`src/rtl/lsu_pkg.sv`:
```
package lsu_pkg;

  localparam int          MAX_BEATS = 4;
  localparam int          BEAT_W    = $clog2(MAX_BEATS);

  localparam logic [3:0]  OP_WORD   = 4'd0;
  localparam logic [3:0]  OP_UBYTE  = 4'd1;
  localparam logic [3:0]  OP_UHALF  = 4'd2;
  localparam logic [3:0]  OP_SBYTE  = 4'd3;
  localparam logic [3:0]  OP_SHALF  = 4'd4;
  localparam logic [3:0]  OP_LONG   = 4'd5;
  localparam logic [3:0]  OP_TRIPLE = 4'd6;
  localparam logic [3:0]  OP_QUAD   = 4'd7;

  // index of the final beat for a legal code
  function automatic logic [BEAT_W-1:0] last_beat_of(input logic [3:0] op);
    case (op)
      OP_LONG:   last_beat_of = BEAT_W'(1);
      OP_TRIPLE: last_beat_of = BEAT_W'(2);
      OP_QUAD:   last_beat_of = BEAT_W'(3);
      default:   last_beat_of = '0;
    endcase
  endfunction

  // defined code and register-group alignment
  function automatic logic request_ok(input logic [3:0] op, input logic [1:0] reg_lo);
    case (op)
      OP_WORD, OP_UBYTE, OP_UHALF, OP_SBYTE, OP_SHALF: request_ok = 1'b1;
      OP_LONG:                                         request_ok = ~reg_lo[0];
      OP_TRIPLE, OP_QUAD:                              request_ok = (reg_lo == 2'b00);
      default:                                         request_ok = 1'b0;
    endcase
  endfunction

  function automatic logic is_byte(input logic [3:0] op);
    is_byte = (op == OP_UBYTE) || (op == OP_SBYTE);
  endfunction

  function automatic logic is_half(input logic [3:0] op);
    is_half = (op == OP_UHALF) || (op == OP_SHALF);
  endfunction

  // lane pick and width extension of a fetched word
  function automatic logic [31:0] widen(input logic [3:0] op, input logic [31:0] w,
                                        input logic [1:0] alo);
    logic [31:0] sh;
    logic [7:0]  b;
    logic [15:0] h;
    sh = w >> {alo, 3'b000};
    b  = sh[7:0];
    h  = alo[1] ? w[31:16] : w[15:0];
    case (op)
      OP_UBYTE: widen = {24'd0, b};
      OP_SBYTE: widen = {{24{b[7]}}, b};
      OP_UHALF: widen = {16'd0, h};
      OP_SHALF: widen = {{16{h[15]}}, h};
      default:  widen = w;
    endcase
  endfunction

  function automatic logic [3:0] lanes(input logic [3:0] op, input logic [1:0] alo);
    if (is_byte(op))      lanes = 4'b0001 << alo;
    else if (is_half(op)) lanes = alo[1] ? 4'b1100 : 4'b0011;
    else                  lanes = 4'b1111;
  endfunction

  function automatic logic [31:0] spread(input logic [3:0] op, input logic [31:0] d);
    if (is_byte(op))      spread = {4{d[7:0]}};
    else if (is_half(op)) spread = {2{d[15:0]}};
    else                  spread = d;
  endfunction

endpackage

```
`src/rtl/lsu_seq.sv`:
```
module lsu_seq
  import lsu_pkg::*;
#(
  parameter int ADDR_W = 32,
  parameter int REG_AW = 5
) (
  input  logic                 clk,
  input  logic                 rst_n,
  input  logic                 req_valid,
  input  logic                 req_store,
  input  logic [3:0]           req_op,
  input  logic [ADDR_W-1:0]    req_addr,
  input  logic [REG_AW-1:0]    req_reg,
  output logic                 busy,
  output logic                 done,
  output logic                 fault,
  output logic [BEAT_W-1:0]    beat,
  output logic                 q_store,
  output logic [3:0]           q_op,
  output logic [ADDR_W-3:0]    q_word,
  output logic [1:0]           q_alo,
  output logic [REG_AW-1:0]    q_reg
);

  logic              accept;
  logic              legal;
  logic              final_beat;
  logic [BEAT_W-1:0] q_last;

  assign accept     = req_valid && !busy;
  assign legal      = request_ok(req_op, req_reg[1:0]);
  assign final_beat = busy && (beat == q_last);

  always_ff @(posedge clk) begin
    if (!rst_n) begin
      busy    <= 1'b0;
      done    <= 1'b0;
      fault   <= 1'b0;
      beat    <= '0;
      q_last  <= '0;
      q_store <= 1'b0;
      q_op    <= '0;
      q_word  <= '0;
      q_alo   <= '0;
      q_reg   <= '0;
    end else begin
      done  <= 1'b0;
      fault <= 1'b0;
      if (accept) begin
        if (legal) begin
          busy    <= 1'b1;
          beat    <= '0;
          q_last  <= last_beat_of(req_op);
          q_store <= req_store;
          q_op    <= req_op;
          q_word  <= req_addr[ADDR_W-1:2];
          q_alo   <= req_addr[1:0];
          q_reg   <= req_reg;
        end else begin
          fault <= 1'b1;
        end
      end else if (busy) begin
        if (final_beat) begin
          busy <= 1'b0;
          done <= 1'b1;
        end else begin
          beat <= beat + 1'b1;
        end
      end
    end
  end

  assert_fault_idle_R6: assert property (@(posedge clk) disable iff (!rst_n)
    fault |-> !busy);

  assert_done_pulse_R8: assert property (@(posedge clk) disable iff (!rst_n)
    done |-> (!busy && $past(busy)));

  assert_beat_range_R5: assert property (@(posedge clk) disable iff (!rst_n)
    busy |-> (beat <= q_last));

  assert_busy_hold_R8: assert property (@(posedge clk) disable iff (!rst_n)
    (busy && !final_beat) |=> busy);

endmodule

```
`src/rtl/lsu_dp.sv`:
```
module lsu_dp
  import lsu_pkg::*;
#(
  parameter int ADDR_W = 32,
  parameter int REG_AW = 5
) (
  input  logic                 clk,
  input  logic                 rst_n,
  input  logic                 busy,
  input  logic [BEAT_W-1:0]    beat,
  input  logic                 q_store,
  input  logic [3:0]           q_op,
  input  logic [ADDR_W-3:0]    q_word,
  input  logic [1:0]           q_alo,
  input  logic [REG_AW-1:0]    q_reg,
  output logic                 mem_valid,
  output logic                 mem_we,
  output logic [ADDR_W-1:0]    mem_addr,
  output logic [3:0]           mem_be,
  output logic [31:0]          mem_wdata,
  input  logic [31:0]          mem_rdata,
  output logic [REG_AW-1:0]    rf_rd_addr,
  input  logic [31:0]          rf_rd_data,
  output logic                 rf_wr_en,
  output logic [REG_AW-1:0]    rf_wr_addr,
  output logic [31:0]          rf_wr_data
);

  logic [REG_AW-1:0] cur_reg;
  logic [ADDR_W-3:0] cur_word;
  logic              narrow_byte;
  logic              narrow_half;
  logic              multi;

  assign cur_reg     = q_reg + REG_AW'(beat);
  assign cur_word    = q_word + (ADDR_W-2)'(beat);
  assign narrow_byte = is_byte(q_op);
  assign narrow_half = is_half(q_op);
  assign multi       = (last_beat_of(q_op) != '0);

  assign mem_valid   = busy;
  assign mem_we      = busy && q_store;
  assign mem_addr    = {cur_word, 2'b00};
  assign mem_be      = q_store ? lanes(q_op, q_alo) : 4'b0000;
  assign mem_wdata   = spread(q_op, rf_rd_data);

  assign rf_rd_addr  = cur_reg;
  assign rf_wr_en    = busy && !q_store;
  assign rf_wr_addr  = cur_reg;
  assign rf_wr_data  = widen(q_op, mem_rdata, q_alo);

  assert_idle_quiet_R6: assert property (@(posedge clk) disable iff (!rst_n)
    !busy |-> (!mem_valid && !mem_we && !rf_wr_en));

  assert_byte_lane_R7: assert property (@(posedge clk) disable iff (!rst_n)
    (mem_we && narrow_byte) |-> ($countones(mem_be) == 1));

  assert_half_lane_R7: assert property (@(posedge clk) disable iff (!rst_n)
    (mem_we && narrow_half) |-> ($countones(mem_be) == 2 && (mem_be[0] == mem_be[1])));

  assert_wide_full_R4: assert property (@(posedge clk) disable iff (!rst_n)
    (mem_we && multi) |-> (mem_be == 4'b1111));

  assert_walk_R5: assert property (@(posedge clk) disable iff (!rst_n)
    (busy && $past(busy) && !$past(mem_we && !busy)) |->
      (rf_rd_addr == $past(rf_rd_addr) + 1'b1));

endmodule

```
`src/rtl/lsu_group_unit.sv`:
```
module lsu_group_unit
  import lsu_pkg::*;
#(
  parameter int ADDR_W = 32,
  parameter int REG_AW = 5
) (
  input  logic                 clk,
  input  logic                 rst_n,
  input  logic                 req_valid,
  input  logic                 req_store,
  input  logic [3:0]           req_op,
  input  logic [ADDR_W-1:0]    req_addr,
  input  logic [REG_AW-1:0]    req_reg,
  output logic                 busy,
  output logic                 done,
  output logic                 fault,
  output logic                 mem_valid,
  output logic                 mem_we,
  output logic [ADDR_W-1:0]    mem_addr,
  output logic [3:0]           mem_be,
  output logic [31:0]          mem_wdata,
  input  logic [31:0]          mem_rdata,
  output logic [REG_AW-1:0]    rf_rd_addr,
  input  logic [31:0]          rf_rd_data,
  output logic                 rf_wr_en,
  output logic [REG_AW-1:0]    rf_wr_addr,
  output logic [31:0]          rf_wr_data
);

  logic [BEAT_W-1:0] beat;
  logic              q_store;
  logic [3:0]        q_op;
  logic [ADDR_W-3:0] q_word;
  logic [1:0]        q_alo;
  logic [REG_AW-1:0] q_reg;

  lsu_seq #(.ADDR_W(ADDR_W), .REG_AW(REG_AW)) u_seq (
    .clk(clk), .rst_n(rst_n),
    .req_valid(req_valid), .req_store(req_store), .req_op(req_op),
    .req_addr(req_addr), .req_reg(req_reg),
    .busy(busy), .done(done), .fault(fault), .beat(beat),
    .q_store(q_store), .q_op(q_op), .q_word(q_word), .q_alo(q_alo), .q_reg(q_reg)
  );

  lsu_dp #(.ADDR_W(ADDR_W), .REG_AW(REG_AW)) u_dp (
    .clk(clk), .rst_n(rst_n),
    .busy(busy), .beat(beat),
    .q_store(q_store), .q_op(q_op), .q_word(q_word), .q_alo(q_alo), .q_reg(q_reg),
    .mem_valid(mem_valid), .mem_we(mem_we), .mem_addr(mem_addr), .mem_be(mem_be),
    .mem_wdata(mem_wdata), .mem_rdata(mem_rdata),
    .rf_rd_addr(rf_rd_addr), .rf_rd_data(rf_rd_data),
    .rf_wr_en(rf_wr_en), .rf_wr_addr(rf_wr_addr), .rf_wr_data(rf_wr_data)
  );

  assert_no_overlap_R6: assert property (@(posedge clk) disable iff (!rst_n)
    !(fault && done));

endmodule

```
`config.mk`:
```
export PLATFORM = sky130hd
export DESIGN_NAME = lsu_group_unit
export DESIGN_NICKNAME = d
export VERILOG_FILES = /design/src/rtl/lsu_pkg.sv /design/src/rtl/lsu_seq.sv /design/src/rtl/lsu_dp.sv /design/src/rtl/lsu_group_unit.sv
export SDC_FILE = /design/constraint.sdc
export NUM_CORES = 1
export LEC_CHECK = 0
export BUFFER_PORTS_ARGS = -buffer_cell sky130_fd_sc_hd__buf_2
export CORE_ASPECT_RATIO = 0.75
export CORE_UTILIZATION = 44
export CTS_CLUSTER_SIZE = 20
export DETAILED_ROUTE_END_ITERATION = 7
export PLACE_DENSITY = 0.82
export SETUP_SLACK_MARGIN = 0.05
export SLEW_MARGIN = 20
export SYNTH_ARGS = -nofsm -noshare
export SYNTH_HDL_FRONTEND = slang
export SYNTH_SLANG_ARGS = --single-unit
```
`constraint.sdc`:
```
create_clock -name clk -period 3.4 [get_ports clk]
set_clock_uncertainty 0.05 [all_clocks]
set_input_delay 0.51 -clock clk [delete_from_list [all_inputs] [get_ports clk]]
set_output_delay 0.51 -clock clk [all_outputs]
set_load 0.01 [all_outputs]
```
==> flow_metrics.tcl <==
set metrics [dict create \
    outcome "finished clean" \
    cts.sink_count 49 \
    clock_insertion_delay_worst_skew_ns 0.29 \
    fin_nets 772 \
    via_count 4326 \
    max-vdd-ir-drop_v 0.0001884 \
    fp.dieH_um 80.63 \
    type_of_element_capturing_the_critical_path "output port" \
    antenna_found_initial 1 \
    cellPowerDensity_nw_per_um2 316.0 \
    dpl-instance-area_sq_um 4698 \
    tritoncts "done" \
    setup-violations-final 0 \
    number_of_nets_with_antenna_violations_after_detailed_routing 0 \
    wire_per_inst_um 16.37 \
    place_ws_ns 0.5465 \
    timing.critical_path.cells "or3b_1, o21a_1, buf_4, mux2_2, buf_2" \
    slowest_delay_ns 0.65 \
    period_minus_slack_ns 3.144 \
    layoutNonFillerInstCount 764 \
    max_clock_freq_mhz 318.0 \
    cts_buffers 5 \
    timing.critical_path.from_type "register" \
    worst_hold_slack_ns 0.4053 \
    final_area_sq_um 4822 \
    drt_drc_violations_left 0 \
    drt_iter0_drc 430 \
    synth.yosys.seq_area_share_pct 27.04 \
    worstMarginPinSlew_ns 0.8011 \
    globalplace.congestion 0.9223 \
    timing_max_transition_violations_final 0 \
    worstPathBufferInverterCount 2 \
    first_pass_iters 5 \
    max_slew_margin_pct 46.59 \
    final_hold_viol_count 0 \
    synth_top_cell_by_area "sky130_fd_sc_hd__dfxtp_1" \
    fin_tns_setup_ns 0 \
    min_period_over_period_pct 92.48 \
    vias_in_the_first_global_route 3639 \
    initial_core_util_pct 45.61 \
    critical_path_peak_fanout 18 \
    grt_start_max_net_pins 46 \
    chipWidth_um 106.8 \
    yosysWarningCount 0 \
    post-synth-top-area-fraction_pct 27.04 \
    num-fill-cells 751 \
    critical_path.top_delay_family "compound AO/OA/AOI/OAI gates" \
    final_layout_size_suffix_gt1_share_pct 39.51 \
    htree_levels 2 \
    final_wl_um 12510 \
    cts_buffer_depth 2 \
    grt_overflow 0 \
    areaGrowthSynthToFinish_pct 32.94 \
    cts-root-buf "sky130_fd_sc_hd__clkbuf_8" \
    maxCapViolations 0 \
    crit_type "register to output port" \
    yosys_register_bits 49 \
    overall_die_area_sq_um 8615 \
    syn-mean-instance-area_sq_um 7.750 \
    most_frequent_cells_after_synthesis "54 x sky130_fd_sc_hd__o21ai_0, 53 x sky130_fd_sc_hd__nand3_1, 49 x sky130_fd_sc_hd__dfxtp_1, 46 x sky130_fd_sc_hd__a21oi_1, 38 x sky130_fd_sc_hd__nand2_1" \
    asyncSetResetFlopFracSynth_pct 0 \
    worst_slack_ns 0.2556 \
    syn_inst 468 \
    grt_first_pass_wirelength_um 18460 \
    post_synth_main_area_contributors "sky130_fd_sc_hd__dfxtp_1 27%, sky130_fd_sc_hd__o21ai_0 7.5%, sky130_fd_sc_hd__nand3_1 7.3%, sky130_fd_sc_hd__xnor2_1 6.5%, sky130_fd_sc_hd__a21oi_1 6.3%" \
    syn-cell-area_sq_um 3627 \
    io-pin-count 225 \
    rsz0062_at_grt "false" \
    synth_enable_flop_cells 0 \
    number_of_flip_flops_under_the_largest_register_name 30 \
    drt-vias-per-instance 5.662 \
    buffer_ports.inserted 222 \
    synth-main-ff-cell "sky130_fd_sc_hd__dfxtp_1" \
    cp.required_ns 2.84 \
    leakagePower_uw 0.002358 \
    dp_hpwl_um 9465 \
    std_cell_rows 28 \
    placeableCoreArea_sq_um 7953 \
    cp_slowest_cell "sky130_fd_sc_hd__o21a_1" \
    globalRouteTotalUtil_pct 26.92 \
    worstPathArrival_ns 2.58 \
    postCtsHoldBufs 0 \
    place.detailed.instances 755 \
    yosys.cell_types.count 48 \
    hp-class "input port to register" \
    clk_pin_slew_worst_paths_ns 0.09 \
    most_common_cell_in_the_synthesized_netlist "sky130_fd_sc_hd__o21ai_0" \
]
==> kinds of logic (layout without fill, tap and decap cells) <==
| kind of cell | Yosys count | count (layout) | synth area share (%) |
|---|---|---|---|
| and+or+nand+nor | 150 | 150 | 21.70 |
| other | 1 | 3 | 0.1034 |
| adders and majority gates | 6 | 6 | 2.484 |
| buffers and inverters | 55 | 244 | 7.761 |
| xor gates and xnor gates | 34 | 34 | 8.210 |
| muxes | 25 | 25 | 7.520 |
| AOI/OAI and AO/OA | 148 | 148 | 25.18 |
| DFF | 49 | 49 | 27.04 |
==> power by group <==
| group | total [uW] | switching, uW | internal [uW] | leakage, uW |
|---|---|---|---|---|
| Sequential | 624 | 26.9 | 598 | 0.000399 |
| Clock | 434 | 194 | 239 | 0.0000574 |
| Combinational | 466 | 257 | 209 | 0.00190 |
| Total | 1520 | 478 | 1050 | 0.00236 |
==> what timing repair did <==
item,in CTS,in global routing
gates resized for setup,0,1
endpoints found under the setup margin,0,1
setup buffers,0,0
hold endpoints to repair,0,0
==> layer usage <==
layer,GRT usage (%),wire length (um),vias up
li1,-,-,2056
met1,36.50,5471,2063
met2,43.87,5933,194
met3,5.844,962,13
met4,5.479,143,0
met5,0,0,-
==> through the flow <==
stage | util [%] | power, uW
after global routing | 60.60 | 1600
final | 60.64 | 1524
after detailed placement | 59.08 | 1096
after global placement | 59.08 | 1088
after floorplan | - | 898.4
after CTS | 60.59 | 1523
==> tightest hold or removal path: cells and delay by family <==
kind,cells,cell delay [ns]
and+or+nand+nor,1,0.05
buffers and inverters,1,0.09
AOI/OAI and AO/OA,1,0.05
==> final cells by class <==
type	count	area, sq um	area share (%)
multi-input cells	365	2392	49.61
repair buffers	230	1171	24.29
flip-flops and latches	49	982.2	20.37
well taps	105	131.4	2.724
clock buffers	6	82.58	1.713
clock inverters	2	37.54	0.7784
inverters	6	22.52	0.4670
diodes	1	2.502	0.05189
==> final timing paths <==
check	slack (ns)	endpoint	cells past startpoint	start
min	0.41	u_seq.q_word[5]	3	req_addr[7]
min reg2reg	0.44	u_seq.q_alo[1]	2	u_seq.q_alo[1]
max reg2reg	1.46	u_seq.q_word[19]	5	u_seq.busy
max	0.26	mem_wdata[19]	5	u_seq.q_op[3]
==> layout by cell type (no fill, tap or decap), types with 7 or more instances in the layout <==
cell / instances
sky130_fd_sc_hd__buf_2: 222
sky130_fd_sc_hd__dfxtp_1: 48
sky130_fd_sc_hd__a21oi_1: 46
sky130_fd_sc_hd__nand3_1: 53
sky130_fd_sc_hd__xor2_1: 7
sky130_fd_sc_hd__nor2_1: 16
sky130_fd_sc_hd__buf_4: 8
sky130_fd_sc_hd__a221o_1: 15
sky130_fd_sc_hd__mux2_2: 8
sky130_fd_sc_hd__xnor2_1: 27
sky130_fd_sc_hd__o21ai_0: 54
sky130_fd_sc_hd__mux2i_1: 16
sky130_fd_sc_hd__a21o_1: 18
sky130_fd_sc_hd__nand4_1: 9
sky130_fd_sc_hd__o21a_1: 7
sky130_fd_sc_hd__nand2_1: 38
Note: power is estimated with default switching activity, not from simulation.
